### config.mk
export PLATFORM = sky130hd
export DESIGN_NAME = usb_irq_status
export DESIGN_NICKNAME = d
export VERILOG_FILES = /design/src/rtl/usb_irq_pkg.sv /design/src/rtl/usb_irq_sync.sv /design/src/rtl/usb_irq_edge.sv /design/src/rtl/usb_irq_flags.sv /design/src/rtl/usb_irq_status.sv
export SDC_FILE = /design/constraint.sdc
export NUM_CORES = 1
export LEC_CHECK = 0
export BUFFER_PORTS_ARGS = -buffer_cell sky130_fd_sc_hd__buf_2
export CELL_PAD_IN_SITES_DETAIL_PLACEMENT = 2
export CELL_PAD_IN_SITES_GLOBAL_PLACEMENT = 2
export CORE_MARGIN = 2
export CORE_UTILIZATION = 28
export CTS_BUF_LIST = sky130_fd_sc_hd__clkbuf_4 sky130_fd_sc_hd__clkbuf_8
export DETAILED_ROUTE_END_ITERATION = 8
export PLACE_DENSITY_LB_ADDON = 0.3
export SLEW_MARGIN = 10
export SYNTH_ARGS = -nofsm -noshare
export SYNTH_HDL_FRONTEND = slang
export SYNTH_SLANG_ARGS = --single-unit
### constraint.sdc
create_clock -name clk -period 1.1 [get_ports clk]
set_input_delay 0.275 -clock clk [delete_from_list [all_inputs] [get_ports clk]]
set_output_delay 0.275 -clock clk [all_outputs]
set_load 0.01 [all_outputs]
### src/rtl/usb_irq_pkg.sv
package usb_irq_pkg;
   localparam int FLAG_N   = 5;
   localparam int F_VBUS   = 0;
   localparam int F_RESUME = 1;
   localparam int F_FRAME  = 2;
   localparam int F_DSTATE = 3;
   localparam int F_STAGE  = 4;
   localparam int LVL_POS  = 8;

   typedef enum logic {
      REG_STATUS = 1'b0,
      REG_ENABLE = 1'b1
   } reg_sel_e;
endpackage

### src/rtl/usb_irq_sync.sv
// Multi-stage synchronizer for a vector of asynchronous pins.
module usb_irq_sync #(
   parameter int W      = 2,
   parameter int STAGES = 2
) (
   input  logic         clk,
   input  logic         rst_n,
   input  logic [W-1:0] d,
   output logic [W-1:0] q
);
   logic [W-1:0] chain [STAGES];

   initial begin
      assert (STAGES >= 2) else $error("usb_irq_sync: STAGES must be at least 2");
   end

   always_ff @(posedge clk or negedge rst_n) begin
      if (!rst_n) chain[0] <= '0;
      else        chain[0] <= d;
   end

   for (genvar s = 1; s < STAGES; s++) begin : g_stage
      always_ff @(posedge clk or negedge rst_n) begin
         if (!rst_n) chain[s] <= '0;
         else        chain[s] <= chain[s-1];
      end
   end

   assign q = chain[STAGES-1];
endmodule

### src/rtl/usb_irq_edge.sv
// Edge detector: both edges or falling edge only, picked by parameter.
module usb_irq_edge #(
   parameter bit BOTH_EDGES = 1'b1
) (
   input  logic clk,
   input  logic rst_n,
   input  logic d,
   output logic evt
);
   logic prev_q;

   always_ff @(posedge clk or negedge rst_n) begin
      if (!rst_n) prev_q <= 1'b0;
      else        prev_q <= d;
   end

   if (BOTH_EDGES) begin : g_both
      assign evt = d ^ prev_q;
   end else begin : g_fall
      assign evt = prev_q & ~d;
   end
endmodule

### src/rtl/usb_irq_flags.sv
// Sticky flag bank: set wins over a write-zero clear.
module usb_irq_flags #(
   parameter int N = 5
) (
   input  logic         clk,
   input  logic         rst_n,
   input  logic [N-1:0] set,
   input  logic         clr_en,
   input  logic [N-1:0] keep_bits,
   output logic [N-1:0] flags
);
   logic [N-1:0] keep_mask;

   assign keep_mask = clr_en ? keep_bits : {N{1'b1}};

   always_ff @(posedge clk or negedge rst_n) begin
      if (!rst_n) flags <= '0;
      else        flags <= set | (flags & keep_mask);
   end
endmodule

### src/rtl/usb_irq_status.sv
module usb_irq_status
   import usb_irq_pkg::*;
#(
   parameter int DATA_W      = 16,
   parameter int ST_W        = 3,
   parameter int SYNC_STAGES = 2,
   parameter bit IRQ_REG     = 1'b0
) (
   input  logic              clk,
   input  logic              rst_n,
   input  logic              core_en,
   input  logic              wr_en,
   input  logic              addr,
   input  logic [DATA_W-1:0] wr_data,
   output logic [DATA_W-1:0] rd_data,
   input  logic              vbus_pin,
   input  logic              dp_pin,
   input  logic              role_periph,
   input  logic [ST_W-1:0]   dev_state,
   input  logic              frame_evt,
   input  logic              stage_evt,
   output logic              vbus_lvl,
   output logic              irq
);
   localparam int SUSP_BIT = ST_W - 1;

   initial begin
      assert (DATA_W > LVL_POS) else $error("usb_irq_status: DATA_W too small for map");
      assert (ST_W >= 1)        else $error("usb_irq_status: ST_W must be positive");
   end

   logic [1:0]        pins_s;
   logic              dp_s;
   logic              vbus_chg;
   logic              dp_fall;
   logic [FLAG_N-1:0] set_vec;
   logic [FLAG_N-1:0] flag_q;
   logic [FLAG_N-1:0] en_q;
   logic [ST_W-1:0]   dst_prev_q;
   logic              wr_status;
   logic              wr_enable;
   logic              unused_wr_bits;

   assign unused_wr_bits = ^wr_data[DATA_W-1:FLAG_N];

   usb_irq_sync #(.W(2), .STAGES(SYNC_STAGES)) i_sync (
      .clk   (clk),
      .rst_n (rst_n),
      .d     ({dp_pin, vbus_pin}),
      .q     (pins_s)
   );

   assign vbus_lvl = pins_s[0];
   assign dp_s     = pins_s[1];

   usb_irq_edge #(.BOTH_EDGES(1'b1)) i_vbus_edge (
      .clk   (clk),
      .rst_n (rst_n),
      .d     (vbus_lvl),
      .evt   (vbus_chg)
   );

   usb_irq_edge #(.BOTH_EDGES(1'b0)) i_dp_edge (
      .clk   (clk),
      .rst_n (rst_n),
      .d     (dp_s),
      .evt   (dp_fall)
   );

   always_ff @(posedge clk or negedge rst_n) begin
      if (!rst_n)       dst_prev_q <= '0;
      else if (core_en) dst_prev_q <= dev_state;
   end

   always_comb begin
      set_vec           = '0;
      set_vec[F_VBUS]   = vbus_chg;
      set_vec[F_RESUME] = dp_fall & role_periph & dev_state[SUSP_BIT];
      set_vec[F_FRAME]  = core_en & frame_evt;
      set_vec[F_DSTATE] = core_en & role_periph & (dev_state != dst_prev_q);
      set_vec[F_STAGE]  = core_en & role_periph & stage_evt;
   end

   assign wr_status = core_en & wr_en & (addr == REG_STATUS);
   assign wr_enable = core_en & wr_en & (addr == REG_ENABLE);

   usb_irq_flags #(.N(FLAG_N)) i_flags (
      .clk       (clk),
      .rst_n     (rst_n),
      .set       (set_vec),
      .clr_en    (wr_status),
      .keep_bits (wr_data[FLAG_N-1:0]),
      .flags     (flag_q)
   );

   always_ff @(posedge clk or negedge rst_n) begin
      if (!rst_n)         en_q <= '0;
      else if (wr_enable) en_q <= wr_data[FLAG_N-1:0];
   end

   if (IRQ_REG) begin : g_irq_reg
      logic irq_q;
      always_ff @(posedge clk or negedge rst_n) begin
         if (!rst_n) irq_q <= 1'b0;
         else        irq_q <= |(flag_q & en_q);
      end
      assign irq = irq_q;
   end else begin : g_irq_comb
      assign irq = |(flag_q & en_q);
   end

   always_comb begin
      rd_data = '0;
      if (addr == REG_STATUS) begin
         rd_data[FLAG_N-1:0] = flag_q;
         rd_data[LVL_POS]    = vbus_lvl;
      end else begin
         rd_data[FLAG_N-1:0] = en_q;
      end
   end
endmodule

* Word-level counts from Yosys, hierarchy flattened
Index checks and enable logic that the tools add are counted.
** Operators by class
- Equality and inequality tests :: 1
- Muxes and demuxes :: 3
- Bitwise logic cells :: 16
- Reduce and logical (&&, ||, !) cells :: 1
** Operators by type and width (number)
- AND 1 bit :: 10
- AND 5 bit :: 2
- two-way mux 5 bit :: 2
- bitwise OR 5 bit :: 1
- OR reduction 5 bit :: 1
- != test 3 bit :: 1
- inverter 1 bit :: 2
- two-way mux 1 bit :: 1
- bitwise XOR 1 bit :: 1
** Storage, ports and cells
- Bits in registers :: 19

* Depth between registers and ports, before layout
- Word-level depth :: 5
- Mapped depth :: 4
- Depth with buffers taken out :: 3

* Hierarchy
Synthesis repeated with hierarchy kept, for this count alone.
** Unflattened totals
- Cells, all modules :: 74
- Area, all modules :: 958.4 µm²
** Modules (own cells, without submodules)
- usb_irq_status :: instances 1, cells each 49, area each 576.8 µm², seq. area each 200.2 µm²
- usb_irq_flags :: instances 1, cells each 15, area each 193.9 µm², seq. area each 125.1 µm²
- usb_irq_sync :: instances 1, cells each 6, area each 115.1 µm², seq. area each 100.1 µm²
- usb_irq_edge (i_dp_edge) :: instances 1, cells each 2, area each 38.8 µm², seq. area each 25.0 µm²
- usb_irq_edge (i_vbus_edge) :: instances 1, cells each 2, area each 33.8 µm², seq. area each 25.0 µm²

* Worst setup path before layout
OpenSTA, ideal clock, no wires.
- Path type :: register to output
- Start :: reg en_q[3]
- End :: out irq
- Arrival time :: 0.809 ns
- Required time :: 0.825 ns
- Setup slack :: 0.016 ns
- Stages on the path, launching flop included :: 3
- Path buffers :: 0
- Cell sequence :: dfrtp_1 > a222oi_1 > nand2_1
** On the way
- Cells in the longest elaborated chain, start to end :: 2
** Ends and longest elaborated chain
- from (decl) :: RTL line usb_irq_status.sv:38 : logic [FLAG_N-1:0] en_q;
- from (signal assigned) :: RTL line usb_irq_status.sv:98 : else if (wr_enable) en_q <= wr_data[FLAG_N-1:0];
- AND 5 bit :: RTL line usb_irq_status.sv:109 : assign irq = |(flag_q & en_q);
- OR reduction 5 bit :: RTL line usb_irq_status.sv:109
- to (decl) :: RTL line usb_irq_status.sv:23 : output logic irq
No other way between the ends.

* Worst setup path in the final report
- Start :: reg i_flags.flags[3]
- End :: out irq
** On the way
- Cells in the longest elaborated chain, start to end :: 2
** Ends and longest elaborated chain
- from (decl) :: RTL line usb_irq_flags.sv:10 : output logic [N-1:0] flags
- from (signal assigned) :: RTL line usb_irq_flags.sv:18 : else flags <= set | (flags & keep_mask);
- AND 5 bit :: RTL line usb_irq_status.sv:109
- OR reduction 5 bit :: RTL line usb_irq_status.sv:109
No other way between the ends.

==> metrics <==
critical setup path kind reg2out; GRT overflow 0; crit-path max FO 2; P per Cell Area 1399 nW/µm²; fillers 349; Top-Level Pins 47; fin nets 142; Synth-to-Final Area Change 38.83%; post-synth top area share 52.70%; fmax 0.6266 GHz; crit path time final 1.596 ns; period utilisation layout 145.1%; Cells after Synth 69; H-tree Lvls 1; Routed Antenna Nets 0; Crit. End Element output port; DRT Pass-1 Iters 4; Final HPWL DP 1514 µm; first-pass GRT wire length 3229 µm; Post-synth ARST share 100.0%; CTS sink count 19; # diodes 0; largest net degree at the start of global routing 20; root buf cell clkbuf_4; critical-path cell with the highest stage delay dfrtp_1; final instance area 1252 µm²; cell accounting for the most synthesized area dfrtp_1; die area 3692 µm²; # port buffers 25; initial antenna violation count 0; Int Power 1.279 mW; failing checks negative setup slack; status finished with violations; Via Count 634; placed inst area 1079 µm²; VDD IR max 0.8019 mV; gpl congestion 0.6966; drt total wl 2131 µm; CTS Buf Count 3; share of layout cells above drive strength 1 53.57%; Final Hold Viols 0; sequential area share after synthesis 52.70%; Max clock buf depth 2; Mean Syn Cell Area 13.07 µm²; DRC 0; top-count cell post-synth dfrtp_1; setup TNS -2.481 ns; Iteration-0 DRC Markers 11; Hold Crit Class in2reg; Yosys cell types 18; post-route setup slack -0.4958 ns; Core Area 3053 µm²; Hold Slack 0.07493 ns; switch share 26.98%; die width 60.76 µm; Switch Pwr 472.8 µW; Top FF cell, synth dfrtp_1; Comb power frac 30.2%; max-slew violations 0; yosys synthesis warning count 0; mapped cell area 902.1 µm²; final setup fails 8; Cell Count, Final, Fillers Out 156; flip-flop and latch area 475.5 µm²; Seq pwr share 47.7%; clock share of power 22.1%; Vert. Die Dim 60.76 µm; CTS tree yes; Worst-path clk slew 0.11 ns; crit-path max cell delay 0.42 ns; post-DR wirelength/cell 13.66 µm; CP arrival 1.32 ns; Worst-Skew Late Latency 0.30 ns; Worst EP required 0.82 ns; Post-synth EDFFs 0; FF+latch count, synth 19; GRT Overall Usage 12.44%; RSZ-0062 raised after global routing yes; Initial Utilization 29.55%; commonest cells in the netlist dfrtp_1, buf_4, mux2_2, nand2_1; Placed Cells 143; Leak 0.6125 nW; top cells by area, synth dfrtp_1, mux2_2, buf_4; multi-input logic area 377.9 µm²; crit path cell chain a222oi_1 > nand2_1 > buf_2; Clock Skew 0.008156 ns; MaxCap Viol Count 0; vias per std cell 4.064; vias in the first global route 674; Row Count 20; Worst setup SP type flop
-- cells in the final DEF (no fill, tap or decap), types with 3 or more instances in the layout --
cell,n
buf_2,18
buf_4,12
buf_6,11
clkbuf_4,4
conb_1,10
dfrtp_1,19
mux2_2,4
mux2_4,9
nand2_1,7
o21ai_0,5
xor2_1,3
-- power by group through the flow --
stage | registers (mW) | logic [mW] | clock network [mW]
floorplan | 0.832 | 0.240 | 0
global placement | 0.839 | 0.367 | 0
detailed placement | 0.849 | 0.377 | 0
CTS | 0.832 | 0.506 | 0.407
global route | 0.848 | 0.582 | 0.437
finish | 0.836 | 0.530 | 0.386
-- state kept, by name (all words and copies together) (netlist names) --
| register | flops |
|---|---|
| en_q | 5 |
| i_sync.q | 2 |
| i_dp_edge.prev_q | 1 |
| i_sync.chain | 2 |
| dst_prev_q | 3 |
| i_vbus_edge.prev_q | 1 |
| i_flags.flags | 5 |
-- stage by stage --
| step | utilization (%) | setup WS [ns] | power, mW |
|---|---|---|---|
| 3_5_place_dp | 35.33 | -0.1426 | 1.226 |
| 5_1_grt | 41.02 | -0.5739 | 1.867 |
| 4_1_cts | 40.29 | -0.4879 | 1.746 |
| 6_report | 41.02 | -0.4958 | 1.752 |
| 3_3_place_gp | 35.33 | -0.1376 | 1.207 |
| 2_1_floorplan | - | 0.01637 | 1.072 |
-- logic make-up after synthesis --
group | synth area share (%)
AND/OR/NAND/NOR | 8.184
XOR/XNOR | 3.884
AO/OA/AOI/OAI | 5.687
multiplexers | 18.31
flip-flops | 52.71
other | 0.4157
buffers and inverters | 10.82
-- final timing paths --
path                                                 start                    endpoint  slack (ns)  cells after the start
worst max-delay path            i_flags.flags[3]$_DFF_PN0_                         irq       -0.50                      3
worst min-delay path                              vbus_pin   i_sync.chain[2]$_DFF_PN0_        0.07                      1
worst max register to register   dst_prev_q[1]$_DFFE_PN0P_  i_flags.flags[3]$_DFF_PN0_        0.06                      3
worst min register to register   i_sync.chain[2]$_DFF_PN0_       i_sync.q[0]$_DFF_PN0_        0.36                      0
max in group asynchronous                            rst_n  i_flags.flags[0]$_DFF_PN0_        0.36                      2
min in group asynchronous                            rst_n  i_flags.flags[1]$_DFF_PN0_        0.43                      2
-- repair_timing --
| item | in CTS | in global routing |
|---|---|---|
| hold buffers | 1 | 0 |
| endpoints found under the hold margin | 19 | 0 |
| pin swaps | 2 | 1 |
| endpoints found under the setup margin | 8 | 8 |
| setup buffers | 6 | 2 |
| resized for setup | 13 | 2 |
-- cell type report --
class / instances / share of cell area (%)
sequential: 19 / 37.96
clock buffer: 4 / 2.398
tap: 44 / 4.396
timing repair buffer: 42 / 25.07
multi-input combinational: 47 / 30.17
-- critical path: cells and delay by family, from the launching register on --
kind | cells | cell delay (ns)
buffers and inverters | 1 | 0.15
DFF | 1 | 0.42
and+or+nand+nor | 1 | 0.10
AOI/OAI and AO/OA | 1 | 0.35
-- layer usage --
layer / up-vias / track usage [%] / part of all wire, %
met1: 306 / 15.12 / 41
met4: 0 / 4.658 / 1.2
met2: 23 / 20.74 / 52
li1: 301 / - / -
met5: - / 0 / 0
met3: 4 / 3.838 / 5.3
No activity file was read; power rests on OpenSTA's default activity.
